File: src/rtl/wpr_pkg.sv
package wpr_pkg;
    // Default number of write-port slots tracked ahead of the current cycle.
    localparam int unsigned WPR_SLOTS_DEF = 16;
    localparam int unsigned WPR_LAT_W_DEF = $clog2(WPR_SLOTS_DEF);
endpackage

File: src/rtl/wpr_lat_decode.sv
module wpr_lat_decode #(
    parameter int unsigned SLOTS = wpr_pkg::WPR_SLOTS_DEF,
    parameter int unsigned LAT_W = $clog2(SLOTS)
) (
    input  logic [LAT_W-1:0] lat,
    output logic [SLOTS-1:0] slot_onehot,
    output logic             lat_legal
);
    // A latency of L lands in position L-1 once this cycle's shift is applied.
    genvar gi;
    generate
        for (gi = 0; gi < SLOTS - 1; gi++) begin : g_slot
            assign slot_onehot[gi] = (lat == LAT_W'(gi + 1));
        end
    endgenerate
    assign slot_onehot[SLOTS-1] = 1'b0;

    assign lat_legal = (lat != '0) && ({1'b0, lat} < (LAT_W+1)'(SLOTS));

    always_comb begin
        assert (!lat_legal || $onehot(slot_onehot))
            else $error("assert_legal_onehot_R3");
    end
endmodule

File: src/rtl/wpr_slot_map.sv
module wpr_slot_map #(
    parameter int unsigned SLOTS = wpr_pkg::WPR_SLOTS_DEF
) (
    input  logic             clk,
    input  logic             rst_n,
    input  logic [SLOTS-1:0] flush_mask,
    input  logic [SLOTS-1:0] grant_onehot,
    output logic [SLOTS-1:0] vec_q,
    output logic [SLOTS-1:0] shifted
);
    typedef struct packed {
        logic [SLOTS-1:0] vec;
    } map_t;

    map_t st_d, st_q;

    always_comb begin
        shifted  = (st_q.vec & ~flush_mask) >> 1;
        st_d.vec = shifted | grant_onehot;
    end

    always_ff @(posedge clk or negedge rst_n) begin
        if (!rst_n) st_q <= '0;
        else        st_q <= st_d;
    end

    assign vec_q = st_q.vec;

    // The top slot can only be filled by an explicit reservation, never by the shift.
    assert_top_fill_R2: assert property (@(posedge clk) disable iff (!rst_n)
        !grant_onehot[SLOTS-1] |=> !vec_q[SLOTS-1]);
endmodule

File: src/rtl/wpr_port_reserve.sv
module wpr_port_reserve #(
    parameter int unsigned SLOTS = wpr_pkg::WPR_SLOTS_DEF,
    parameter int unsigned LAT_W = $clog2(SLOTS)
) (
    input  logic             clk,
    input  logic             rst_n,
    input  logic             issue_valid,
    input  logic [LAT_W-1:0] issue_lat,
    input  logic [SLOTS-1:0] flush_mask,
    output logic             stall,
    output logic [SLOTS-1:0] resv_vec,
    output logic             port_busy
);
    logic [SLOTS-1:0] slot_onehot;
    logic             lat_legal;
    logic [SLOTS-1:0] shifted;
    logic [SLOTS-1:0] grant_onehot;
    logic             conflict;

    wpr_lat_decode #(.SLOTS(SLOTS), .LAT_W(LAT_W)) u_dec (
        .lat         (issue_lat),
        .slot_onehot (slot_onehot),
        .lat_legal   (lat_legal)
    );

    wpr_slot_map #(.SLOTS(SLOTS)) u_map (
        .clk          (clk),
        .rst_n        (rst_n),
        .flush_mask   (flush_mask),
        .grant_onehot (grant_onehot),
        .vec_q        (resv_vec),
        .shifted      (shifted)
    );

    always_comb begin
        conflict     = |(shifted & slot_onehot);
        stall        = issue_valid && (!lat_legal || conflict);
        grant_onehot = (issue_valid && !stall) ? slot_onehot : '0;
    end

    assign port_busy = resv_vec[0];

    assert_idle_no_stall_R10: assert property (@(posedge clk) disable iff (!rst_n)
        !issue_valid |-> !stall);

    assert_lat_zero_R8: assert property (@(posedge clk) disable iff (!rst_n)
        (issue_valid && issue_lat == '0) |-> stall);

    assert_stall_adds_none_R4: assert property (@(posedge clk) disable iff (!rst_n)
        (!issue_valid || stall) |=> $countones(resv_vec) == $past($countones((resv_vec & ~flush_mask) >> 1)));

    assert_grant_adds_one_R3: assert property (@(posedge clk) disable iff (!rst_n)
        (issue_valid && !stall) |=> $countones(resv_vec) == $past($countones((resv_vec & ~flush_mask) >> 1)) + 1);

    assert_busy_bit0_R9: assert property (@(posedge clk) disable iff (!rst_n)
        port_busy == resv_vec[0]);
endmodule

File: config.mk
export PLATFORM = sky130hd
export DESIGN_NAME = wpr_port_reserve
export DESIGN_NICKNAME = d
export VERILOG_FILES = /design/src/rtl/wpr_pkg.sv /design/src/rtl/wpr_lat_decode.sv /design/src/rtl/wpr_slot_map.sv /design/src/rtl/wpr_port_reserve.sv
export SDC_FILE = /design/constraint.sdc
export NUM_CORES = 1
export LEC_CHECK = 0
export BUFFER_PORTS_ARGS = -buffer_cell sky130_fd_sc_hd__buf_2
export CAP_MARGIN = 20
export CORE_MARGIN = 10
export CORE_UTILIZATION = 46
export DETAILED_ROUTE_END_ITERATION = 12
export GPL_TIMING_DRIVEN = 1
export PLACE_DENSITY = 0.88
export SLEW_MARGIN = 20
export SYNTH_ARGS = -nofsm -noshare
export SYNTH_HDL_FRONTEND = slang
export SYNTH_SLANG_ARGS = --single-unit
File: constraint.sdc
create_clock -name clk -period 3.55 [get_ports clk]
set_input_delay 0.71 -clock clk [delete_from_list [all_inputs] [get_ports clk]]
set_output_delay 0.71 -clock clk [all_outputs]
set_load 0.02 [all_outputs]
==> flow_metrics.tcl <==
set metrics [dict create \
    synth_top_area_frac 0.4202 \
    hpwl_mm 2.095 \
    grt_usage 0.1258 \
    clockBufferDepth 2 \
    fillers 151 \
    synthFlopType "dfrtp_1" \
    cts.sinks 15 \
    wl_met1_um 935 \
    finalCritPeriodShare 0.7711 \
    max_clock_freq_ghz 0.3653 \
    crit_type "primary input to output pin" \
    p_leak_nw 0.5630 \
    cts_root_buf "clkbuf_4" \
    grt_pass1_vias 886 \
    power.density_nw_per_um2 317.1 \
    core_um2 1783 \
    cp_cell_sequence "buf_2 -> or4b_4 -> o211ai_2 -> a22oi_1 -> a41oi_2 -> buf_2" \
    num_rows 15 \
    crit_start "issue_lat[2]" \
    grt_max_degree 16 \
    drt_iter0_markers 32 \
    postCtsResizedCells 0 \
    slowest_delay_ns 0.55 \
    largest_register_ffs 15 \
    post-cts-setup-buffers 0 \
    io_pins 41 \
    diodes 0 \
    yosysSeqAreaShare 0.4202 \
    synthTopCellsByArea "dfrtp_1 42%, nand2b_1 6.3%, a41o_1 3.4%" \
    routedWlPerCell_um 17.85 \
    synth_area_per_cell_um2 10.39 \
    cts.clk_slew.worst_paths_ns 0.09 \
    async_flop_share 1.000 \
    endpoint_kind "output pin" \
    wl_met2_mm 1.278 \
    reg2reg_depth 4 \
    gp_congestion 0.8931 \
    final_cell_mix "37 x buf_2, 15 x dfrtp_1, 9 x nand2b_1, 6 x inv_1, 5 x nand2_1" \
    start_util 0.5011 \
    crit_slowest_cell "or4b_4" \
    tns_ns 0 \
    antenna_found_initial 0 \
    clock_latency_ns 0.29 \
    rsz0062_at_grt "false" \
    top_layer "met4" \
    critical_path.max_fanout 10 \
    status "completed" \
    cts_tree "yes" \
    wirelength_mm 2.606 \
    holdBufCountCts 0 \
    setup_viol 0 \
    cp-start-kind "primary input" \
    yosys_warnings 0 \
    fin_worst_skew_ns 0.005179 \
    numCtsBuffers 3 \
    finalCriticalPeriod_ns 2.738 \
    crit_arrival_ns 2.03 \
    power_uw 345.1 \
    path_common_cell "buf_2" \
    syn-cell-area_um2 893.4 \
    die_y_um 64.07 \
    portBuffers 37 \
    area_growth_pct 21.85 \
    via_count 839 \
    synth_cells 86 \
    irDropWorstVdd_uv 196.3 \
    syn_nets 109 \
    die_area_um2 4105 \
    finalMaxSlewViolations 0 \
    drv_cap 0 \
    layout-drive-gt1-share 0.4050 \
    nets 145 \
    grt_pass1_wl_mm 4.153 \
    yosys.area.top_type "dfrtp_1" \
    yosysUniqueCellTypes 37 \
    report.final.hold_viol_count 0 \
    dr.pass1.iters 4 \
    via_per_inst 5.747 \
    ys_ff_latch 15 \
    synth-edff-count 0 \
    route.detailed.drc 0 \
    die_x_um 64.07 \
    cts_max_level 1 \
    layout_commonest_cell "buf_2" \
    cp.required_ns 2.84 \
    r2r_start "u_map.vec_q[2]" \
    worstHoldPathType "primary input to async pin" \
    wl_met3_um 300 \
    grt-ovfl-total 0 \
    route.antenna.remaining_nets 0 \
]
==> layout make-up <==
cell class	instances	area (µm²)	area share
well taps	25	31.28	0.02874
clock buffers	4	26.28	0.02414
multi-input cells	59	447.9	0.4115
inverters	6	22.52	0.02069
flip-flops and latches	15	375.4	0.3448
repair buffers	37	185.2	0.1701
==> metrics by stage <==
step                hold WS [ns]  cells  area (µm²)  setup slack [ns]  utilization
floorplan                 0.4144     86       893.4            0.9737            -
global placement          0.4963    142        1062            0.8260       0.5958
detailed placement        0.5146    142        1062            0.8212       0.5958
CTS                       0.3128    146        1089            0.8255       0.6105
global route              0.3210    146        1089            0.7773       0.6105
finish                    0.3057    146        1089            0.8125       0.6105
==> Yosys cell counts, types with 2 or more instances <==
master	n
buf_2	2
nand2_1	5
o22ai_1	2
nor2b_1	4
nor2_1	3
inv_1	6
a32o_1	2
dfrtp_1	15
o21ai_1	2
o32ai_1	2
nand4b_1	2
nor3_1	2
buf_4	2
o21ai_0	3
buf_6	2
nand2b_1	9
a41o_1	3
==> worst max-delay path: cells and delay by family <==
family	cells	cell delay, ns
and+or+nand+nor	1	0.55
buffers and inverters	2	0.36
AOI/OAI and AO/OA	3	0.40
==> power by group <==
group	switching, mW	internal, mW	total (mW)
clock	0.0562	0.0437	0.0999
sequential	0.00336	0.176	0.180
combinational	0.0410	0.0245	0.0655
total	0.101	0.245	0.345
==> logic make-up after synthesis <==
logic type | synth area share
AO/OA/AOI/OAI | 0.2241
buffers and inverters | 0.07842
flip-flops | 0.4202
other | 0.004198
AND/OR/NAND/NOR | 0.2731
==> worst paths after layout <==
kind,endpoint,slack [ns]
hold / removal,u_map.vec_q[0],0.31
setup reg to reg,u_map.vec_q[8],2.13
max in group asynchronous,u_map.vec_q[8],2.99
min in group clk,u_map.vec_q[9],0.53
hold reg to reg,u_map.vec_q[9],0.53
setup / recovery,stall,0.81
==> metal layers <==
| metal | up-vias | track usage |
|---|---|---|
| met5 | - | 0 |
| met4 | 0 | 0.07923 |
| met3 | 11 | 0.05052 |
| met2 | 56 | 0.2127 |
| met1 | 392 | 0.1264 |
| li1 | 380 | - |
No activity file was read; power rests on OpenSTA's default activity.
